[src/rtl/ds3_rx_stat_pkg.sv]
package ds3_rx_stat_pkg;
   localparam int unsigned BUS_AW = 8;
   localparam int unsigned BUS_DW = 8;
   localparam logic [BUS_AW-1:0] ADDR_STATUS = 8'h11;
   localparam logic [BUS_AW-1:0] ADDR_IEN    = 8'h12;
   localparam logic [BUS_AW-1:0] ADDR_IST    = 8'h13;
   // positions shared by the enable and event registers
   localparam int unsigned EV_PBIT = 0;
   localparam int unsigned EV_OOF  = 1;
   localparam int unsigned EV_AIC  = 2;
   localparam int unsigned EV_FERF = 3;
   localparam int unsigned EV_IDLE = 4;
   localparam int unsigned EV_AIS  = 5;
   localparam int unsigned EV_LOS  = 6;
   localparam int unsigned EV_CP   = 7;
   localparam int unsigned EV_N    = 8;
endpackage

[src/rtl/ds3_aic_qual.sv]
module ds3_aic_qual #(
   parameter int unsigned SET_CNT = 63,
   parameter int unsigned WIN_LEN = 15,
   parameter int unsigned CLR_THR = 2
) (
   input  logic clk,
   input  logic rst_n,
   input  logic frame_stb,
   input  logic aic_bit,
   input  logic oof,
   output logic aic_stat
);
   localparam int unsigned CW = $clog2(SET_CNT + 1);
   localparam int unsigned PW = $clog2(WIN_LEN + 1);

   if (WIN_LEN < 2) begin : g_bad_win
      $error("WIN_LEN must be at least 2");
   end
   if (CLR_THR < 1 || CLR_THR > WIN_LEN) begin : g_bad_thr
      $error("CLR_THR must lie in 1..WIN_LEN");
   end
   if (SET_CNT < 1) begin : g_bad_set
      $error("SET_CNT must be at least 1");
   end

   logic [CW-1:0]      cnt_q, cnt_nxt;
   logic [WIN_LEN-1:0] win_q, win_nxt;
   logic               stat_q, stat_nxt;
   logic               adv;

   function automatic logic [PW-1:0] zero_count(input logic [WIN_LEN-1:0] v);
      logic [PW-1:0] s;
      s = '0;
      for (int i = 0; i < int'(WIN_LEN); i++) s = s + PW'(v[i]);
      return s;
   endfunction

   assign adv = frame_stb & ~oof;

   always_comb begin
      cnt_nxt  = cnt_q;
      win_nxt  = win_q;
      stat_nxt = stat_q;
      if (adv) begin
         win_nxt = {win_q[WIN_LEN-2:0], ~aic_bit};
         if (!aic_bit)
            cnt_nxt = '0;
         else if (cnt_q != CW'(SET_CNT))
            cnt_nxt = cnt_q + 1'b1;
         if (zero_count(win_nxt) >= PW'(CLR_THR))
            stat_nxt = 1'b0;
         else if (cnt_nxt == CW'(SET_CNT))
            stat_nxt = 1'b1;
      end
   end

   always_ff @(posedge clk) begin
      if (!rst_n) begin
         cnt_q  <= '0;
         win_q  <= '0;
         stat_q <= 1'b0;
      end else begin
         cnt_q  <= cnt_nxt;
         win_q  <= win_nxt;
         stat_q <= stat_nxt;
      end
   end

   assign aic_stat = stat_q;

   p_set_after_run_r2 : assert property (@(posedge clk) disable iff (!rst_n)
      $rose(stat_q) |-> cnt_q == CW'(SET_CNT));
   p_clear_by_window_r3 : assert property (@(posedge clk) disable iff (!rst_n)
      $fell(stat_q) |-> $countones(win_q) >= CLR_THR);
   p_frozen_r4 : assert property (@(posedge clk) disable iff (!rst_n)
      (!frame_stb || oof) |=> ($stable(win_q) && $stable(cnt_q) && $stable(stat_q)));
endmodule

[src/rtl/ds3_chg_det.sv]
module ds3_chg_det #(
   parameter int unsigned N = 6
) (
   input  logic         clk,
   input  logic         rst_n,
   input  logic [N-1:0] lvl,
   output logic [N-1:0] chg
);
   if (N < 1) begin : g_bad_n
      $error("N must be at least 1");
   end

   for (genvar k = 0; k < int'(N); k++) begin : g_bit
      logic q;
      always_ff @(posedge clk) begin
         if (!rst_n) q <= 1'b0;
         else        q <= lvl[k];
      end
      assign chg[k] = lvl[k] ^ q;
   end
endmodule

[src/rtl/ds3_irq_latch.sv]
module ds3_irq_latch #(
   parameter int unsigned W = 8
) (
   input  logic         clk,
   input  logic         rst_n,
   input  logic [W-1:0] evt_i,
   input  logic         clr_i,
   output logic [W-1:0] ist_o
);
   logic [W-1:0] ist_q;

   for (genvar k = 0; k < int'(W); k++) begin : g_src
      always_ff @(posedge clk) begin
         if (!rst_n)      ist_q[k] <= 1'b0;
         else if (evt_i[k]) ist_q[k] <= 1'b1;
         else if (clr_i)  ist_q[k] <= 1'b0;
      end
   end

   assign ist_o = ist_q;

   p_evt_latched_r8 : assert property (@(posedge clk) disable iff (!rst_n)
      (evt_i != '0) |=> ((ist_q & $past(evt_i)) == $past(evt_i)));
   p_sticky_r10 : assert property (@(posedge clk) disable iff (!rst_n)
      !clr_i |=> (($past(ist_q) & ~ist_q) == '0));
endmodule

[src/rtl/ds3_rx_stat_irq.sv]
module ds3_rx_stat_irq
   import ds3_rx_stat_pkg::*;
#(
   parameter int unsigned SET_CNT = 63,
   parameter int unsigned WIN_LEN = 15,
   parameter int unsigned CLR_THR = 2
) (
   input  logic              clk,
   input  logic              rst_n,
   input  logic              frame_stb,
   input  logic              aic_bit,
   input  logic [2:0]        febe_bits,
   input  logic              los_in,
   input  logic              ais_in,
   input  logic              idle_in,
   input  logic              ferf_in,
   input  logic              oof_in,
   input  logic              pbit_err,
   input  logic              cpbit_err,
   input  logic [BUS_AW-1:0] bus_addr,
   input  logic              bus_wr,
   input  logic              bus_rd,
   input  logic [BUS_DW-1:0] bus_wdata,
   output logic [BUS_DW-1:0] bus_rdata,
   output logic              irq
);
   localparam int unsigned NLVL = 6;

   logic [2:0]      febe_q;
   logic            aic_stat;
   logic [NLVL-1:0] lvl, chg;
   logic [EV_N-1:0] evt, ist, ien_q;
   logic            ist_clr;

   always_ff @(posedge clk) begin
      if (!rst_n)         febe_q <= '0;
      else if (frame_stb) febe_q <= febe_bits;
   end

   ds3_aic_qual #(.SET_CNT(SET_CNT), .WIN_LEN(WIN_LEN), .CLR_THR(CLR_THR)) aic_i (
      .clk(clk), .rst_n(rst_n), .frame_stb(frame_stb), .aic_bit(aic_bit),
      .oof(oof_in), .aic_stat(aic_stat));

   // level order chosen so that chg lines up with event bits 6..1
   assign lvl = {los_in, ais_in, idle_in, ferf_in, aic_stat, oof_in};

   ds3_chg_det #(.N(NLVL)) chg_i (.clk(clk), .rst_n(rst_n), .lvl(lvl), .chg(chg));

   assign evt = {cpbit_err, chg, pbit_err};
   assign ist_clr = bus_rd && (bus_addr == ADDR_IST);

   ds3_irq_latch #(.W(EV_N)) ist_i (
      .clk(clk), .rst_n(rst_n), .evt_i(evt), .clr_i(ist_clr), .ist_o(ist));

   always_ff @(posedge clk) begin
      if (!rst_n)                               ien_q <= '0;
      else if (bus_wr && bus_addr == ADDR_IEN)  ien_q <= bus_wdata;
   end

   always_comb begin
      unique case (bus_addr)
         ADDR_STATUS: bus_rdata = {3'b000, ferf_in, aic_stat, febe_q};
         ADDR_IEN:    bus_rdata = ien_q;
         ADDR_IST:    bus_rdata = ist;
         default:     bus_rdata = '0;
      endcase
   end

   assign irq = |(ist & ien_q);

   p_febe_latest_r5 : assert property (@(posedge clk) disable iff (!rst_n)
      frame_stb |=> febe_q == $past(febe_bits));
   p_febe_hold_r5 : assert property (@(posedge clk) disable iff (!rst_n)
      !frame_stb |=> $stable(febe_q));
endmodule

[config.mk]
export PLATFORM = sky130hd
export DESIGN_NAME = ds3_rx_stat_irq
export DESIGN_NICKNAME = d
export VERILOG_FILES = /design/src/rtl/ds3_rx_stat_pkg.sv /design/src/rtl/ds3_aic_qual.sv /design/src/rtl/ds3_chg_det.sv /design/src/rtl/ds3_irq_latch.sv /design/src/rtl/ds3_rx_stat_irq.sv
export SDC_FILE = /design/constraint.sdc
export NUM_CORES = 1
export LEC_CHECK = 0
export BUFFER_PORTS_ARGS = -buffer_cell sky130_fd_sc_hd__buf_2
export CORE_ASPECT_RATIO = 0.75
export CORE_MARGIN = 2
export CORE_UTILIZATION = 51
export CTS_CLUSTER_SIZE = 24
export DETAILED_ROUTE_END_ITERATION = 10
export HOLD_SLACK_MARGIN = 0.02
export PLACE_DENSITY = 0.76
export SYNTH_ARGS = -nofsm -noshare
export SYNTH_HDL_FRONTEND = slang
export SYNTH_SLANG_ARGS = --single-unit
[constraint.sdc]
create_clock -name clk -period 4.72 [get_ports clk]
set_input_delay 0.708 -clock clk [delete_from_list [all_inputs] [get_ports clk]]
set_output_delay 0.708 -clock clk [all_outputs]
set_load 0.03 [all_outputs]
After elaboration in Yosys (flattened, before gate mapping) --
Index checks and enable logic that the tools add are counted. W data, S select, Z words.
Word-level totals: register bits 46, logic and storage cells 78
Operators by class: muxes and demuxes 15, reduce and logical (&&, ||, !) cells 13, magnitude comparators 1, bitwise operators 10, add/subtract/negate cells 15, eq/ne operators 5
Operator list (number):
- $add A4 B1 Y4 | 12
- $eq A8 B5 Y1 const B | 3
- $pmux W8 S3 | 1
- $mux W6 | 3
- $reduce_bool A2 Y1 | 9
- $mux W1 | 11
- $and A8 B8 Y8 | 1
- $reduce_or A8 Y1 | 1
- $add A6 B1 Y6 const B | 1
- $eq A6 B6 Y1 const B | 1
- $ne A6 B6 Y1 const B | 1
- $xor A1 B1 Y1 | 6
- $ge A4 B2 Y1 const B | 1
- $add A2 B1 Y3 | 1
- $add A1 B1 Y2 | 1
- $logic_and A1 B1 Y1 | 2
- $not A1 Y1 | 2
- $reduce_and A2 Y1 | 1
- $and A1 B1 Y1 | 1

Longest topological paths before layout --
depth in word-level cells 18, depth in mapped cells 14, gate-level depth less buffers 14

Modules after synthesis --
From an unflattened synthesis, not the netlist that was laid out.
Unflattened totals: cells, all modules 274, area total of the unflattened synthesis 2486.1 sq um
Modules (own cells, without submodules):
- ds3_aic_qual | seq. area each 420.4 sq um, area an instance 1292.5 sq um, times used 1, cells an instance 151
- ds3_rx_stat_irq | seq. area each 220.2 sq um, area an instance 708.2 sq um, times used 1, cells an instance 80
- ds3_irq_latch | seq. area each 160.2 sq um, area an instance 275.3 sq um, times used 1, cells an instance 25
- ds3_chg_det | seq. area each 120.1 sq um, area an instance 210.2 sq um, times used 1, cells an instance 18

Least setup slack after synthesis --
Ideal clock, no wire load.
path kind input-to-reg, start in aic_bit, end reg aic_i.stat_q, in the netlist aic_i.aic_stat, arrival time 4.464 ns, required time 4.598 ns, path slack 0.134 ns, cell stages on the path 11, cells stage by stage fa_1 > fa_1 > fa_1 > fa_1 > fa_1 > inv_1 > fa_1 > inv_1 > fa_1 > and4b_1 > o311a_1
Between the ends: longest elaborated chain between the ends 18, elaborated cells on any way between the ends 22, classes of those cells 14 x add/sub; 1 x order compare; 1 x eq/ne; 3 x mux; 1 x bitwise; 2 x reduce/logical
Ends and longest elaborated chain:
- start: declaration | line ds3_rx_stat_irq.sv:11 | input logic aic_bit,
- $not A1 Y1 | line ds3_aic_qual.sv:45 | win_nxt = {win_q[WIN_LEN-2:0], ~aic_bit};
- $add A1 B1 Y2 | line ds3_aic_qual.sv:34 | for (int i = 0; i < int'(WIN_LEN); i++) s = s + PW'(v[i]);
- $add A2 B1 Y3 | line ds3_aic_qual.sv:34
- $add A4 B1 Y4 (12 in a row) | line ds3_aic_qual.sv:34
- $ge A4 B2 Y1 | line ds3_aic_qual.sv:50 | if (zero_count(win_nxt) >= PW'(CLR_THR))
- $reduce_bool A2 Y1 (no source line)
- $reduce_and A2 Y1 (no source line)
- end signal: assignment | line ds3_aic_qual.sv:65 | stat_q <= stat_nxt;
- end: declaration | line ds3_aic_qual.sv:28 | logic stat_q, stat_nxt;
Parallel ways exist; a longest one is shown, timed or not. The select of a mux whose other input is x is not followed. A chain may end at the register's enable or synchronous reset.

Final worst setup path --
Ends and elaborated chain as after synthesis.

==> metrics.md <==
| Metric | Value |
|---|---|
| Instance count of the mapped netlist | `273` |
| Vias per inst | `between 5 and 6` |
| Filler Cells Inserted | `419` |
| Worst Min Path Start | `aic_i.win_q[0]$_SDFFE_PN0P_` |
| Post-CTS Setup Inserts | `0` |
| Hold Path Cell Cnt | `2` |
| Number of diodes | `0` |
| Worst Hold Class | `flop to flop` |
| Yosys warns | `0` |
| Hold-fix buffers, CTS | `0` |
| Area leader, netlist | `dfxtp_1` |
| Global route overflow | `0` |
| Static Leak | `1.22 nW` |
| Die Area | `around 5500 um2` |
| Clk sinks | `46` |
| Fin cells | `366` |
| Routed len/inst | `13.1 um` |
| Post-synth EDFFs | `0` |
| Num CTS Buffers | `5` |
| Clock-pin slew on the worst setup and hold paths | `0.09 ns` |
| Vias in the first global route | `~1800` |
| Drt drc | `0` |
| First-pass GRT wire length | `8030 um` |
| Layout cells sized above 1 | `0.191` |
| Inst Count DP | `358` |
| Minimum clock period | `4.46 ns` |
| Row Count | `21` |
| Async set-reset flop share out of synthesis | `0` |
| Initial antenna violation count | `0` |
| CP Class | `input port to flop` |
| Mean Syn Cell Area | `9.11 um2` |
| Worst Hold End | `aic_i.win_q[1]$_SDFFE_PN0P_` |
| Largest net degree at the start of global routing | `47` |
| Nature of the critical path endpoint | `flop` |
| R2R Setup Slk | `0.41 ns` |
| CP Data Required Time | `4.91 ns` |
| Register area | `921 um2` |
| Final period util | `0.945` |
| Core area | `4570 um2` |
| Crit Path Max Fanout | `2` |
| GPL Wtd Cong | `0.836` |
| H-tree depth | `2` |
| Most frequent cell after synthesis | `dfxtp_1` |
| Max Fclk | `~0.22 GHz` |
| Synthesized area | `2490 um2` |
| Final Setup Violations | `0` |
| Top cells by area, synth | `dfxtp_1, fa_1, mux2i_1` |
| Main synth FF type | `dfxtp_1` |
| Clk Latency, worst-skew pair | `0.30 ns` |
| Number of distinct library cells after synthesis | `40` |
| Root buf cell | `clkbuf_8` |
| Post-CTS Resized | `0` |
| CTS tree | `built` |
| Least-Margin Pin Slew | `0.909 ns` |
| Share of the synthesized area in the top cell type | `0.370` |
| Final Slew Violations | `0` |
| Worst reg-to-reg path cell count | `12` |
| Die width | `84.6 um` |
| Slew headroom | `0.394` |
| Syn nets | `320` |
| Final Skew | `between 0.002 and 0.003 ns` |
| Initial core utilization | `0.544` |
| Endpoints failing hold | `0` |
| Vias | `1897` |
| First-pass DRT Iterations | `4` |
| Area growth syn-to-layout | `12.6%` |
| Routed wire length | `around 4800 um` |
| Final ANT Viol Nets | `0` |
| Synth cell count leaders | `dfxtp_1, nand2_1, inv_1` |
| CTS Buffer Depth | `2` |
| Detailed Route Iter0 Violations | `69` |
| Worst r2r src | `aic_i.win_q[1]$_SDFFE_PN0P_` |
| Num ports | `41` |
| Total GRT Usage | `0.185` |
| CP startpoint kind | `input port` |
| Die height | `64.5 um` |
| Nets | `around 360` |
| Unrepaired setup endpoints after global routing | `false` |
| #FFs+latches synth | `46` |
| Hold_ws | `approximately 0.47 ns` |
| Crit path DAT | `4.65 ns` |
| Status | `completed` |
| Multi-input logic area | `1410 um2` |
| R2r endpoint | `aic_i.aic_stat$_SDFFE_PN0P_` |
| Worst VDD drop | `0.222 mV` |
| Sequential area share after synthesis | `0.370` |
| Max Cap Viol | `0` |
| Power Total | `725 uW` |
| Dpl hpwl | `3600 um` |
| # port buffers | `40` |
| Pwr dens | `259 nW/um2` |
power by group:
group	switching, mW	internal, mW	total (mW)
Combinational	0.0380	0.0344	0.0724
Clock	0.141	0.107	0.248
Sequential	0.00709	0.398	0.405
cells by family after synthesis:
logic type               Yosys count  synth area share
AO/OA/AOI/OAI                     53             0.150
XOR/XNOR                           7            0.0246
adder cells (fa/ha/maj)           15             0.103
buffers and inverters             38            0.0614
flip-flops                        46             0.370
multiplexers                      20            0.0835
AND/OR/NAND/NOR                   94             0.207
cells in the final DEF (no fill, tap or decap), types with 5 or more instances in the layout:
cell / instances
a22oi_1: 9
mux2_2: 5
and2_1: 8
o21ai_0: 5
ha_1: 6
inv_1: 25
nand3_1: 6
a21boi_1: 15
nand2_1: 32
nor2b_1: 21
dfxtp_1: 46
mux2i_1: 14
a21oi_1: 14
buf_2: 40
nor2_1: 13
fa_1: 9
xor2_1: 6
clkbuf_8: 5
worst max path at each step:
stage,startpoint,slack (ns),end
2_1_floorplan,aic_bit,0.13,aic_i.aic_stat$_SDFFE_PN0P_
3_3_place_gp,aic_bit,-0.04,aic_i.aic_stat$_SDFFE_PN0P_
3_5_place_dp,aic_bit,-0.07,aic_i.aic_stat$_SDFFE_PN0P_
4_1_cts,aic_bit,0.26,aic_i.aic_stat$_SDFFE_PN0P_
5_1_grt,aic_bit,0.14,aic_i.aic_stat$_SDFFE_PN0P_
6_report,aic_bit,0.26,aic_i.aic_stat$_SDFFE_PN0P_
worst max-delay path: stages:
cell and delay (ns):
buf_2 0.12, fa_1 0.55, fa_1 0.43, fa_1 0.53, fa_1 0.42, fa_1 0.49
inv_1 0.05, fa_1 0.37, inv_1 0.08, fa_1 0.41, and4b_1 0.19, o311a_1 0.31
metal layers:
layer / global-route usage / part of all wire / vias up
met3: 0.0446 / 0.036 / 5
li1: - / - / 988
met5: 0 / 0 / -
met2: 0.294 / 0.43 / 24
met4: 0.0476 / 0.0077 / 0
met1: 0.255 / 0.52 / 880
sequential cells by signal, indices dropped and copies added (netlist names):
register,cells
aic_i.win_q,14
ien_q,8
ist_i.ist_o,8
aic_i.cnt_q,6
chg_i.g_bit.q,6
febe_q,3
aic_i.aic_stat,1
through the flow:
stage / instance area (um2) / util / worst slack [ns] / TNS [ns]
floorplan: 2490 / - / 0.134 / 0
global placement: 2710 / 0.592 / -0.0448 / -0.0448
detailed placement: 2710 / 0.592 / -0.0701 / -0.0701
CTS: 2800 / 0.613 / 0.257 / 0
global route: 2800 / 0.613 / 0.144 / 0
finish: 2800 / 0.613 / 0.259 / 0
layout make-up:
cell class                 instances  share of cell area
timing repair buffer              41              0.0741
clock buffer                       5              0.0246
clock inverter                     3             0.00893
multi-input combinational        189               0.505
tap                               57              0.0255
sequential                        46               0.329
inverter                          25              0.0335
Note: power is estimated with default switching activity, not from simulation.
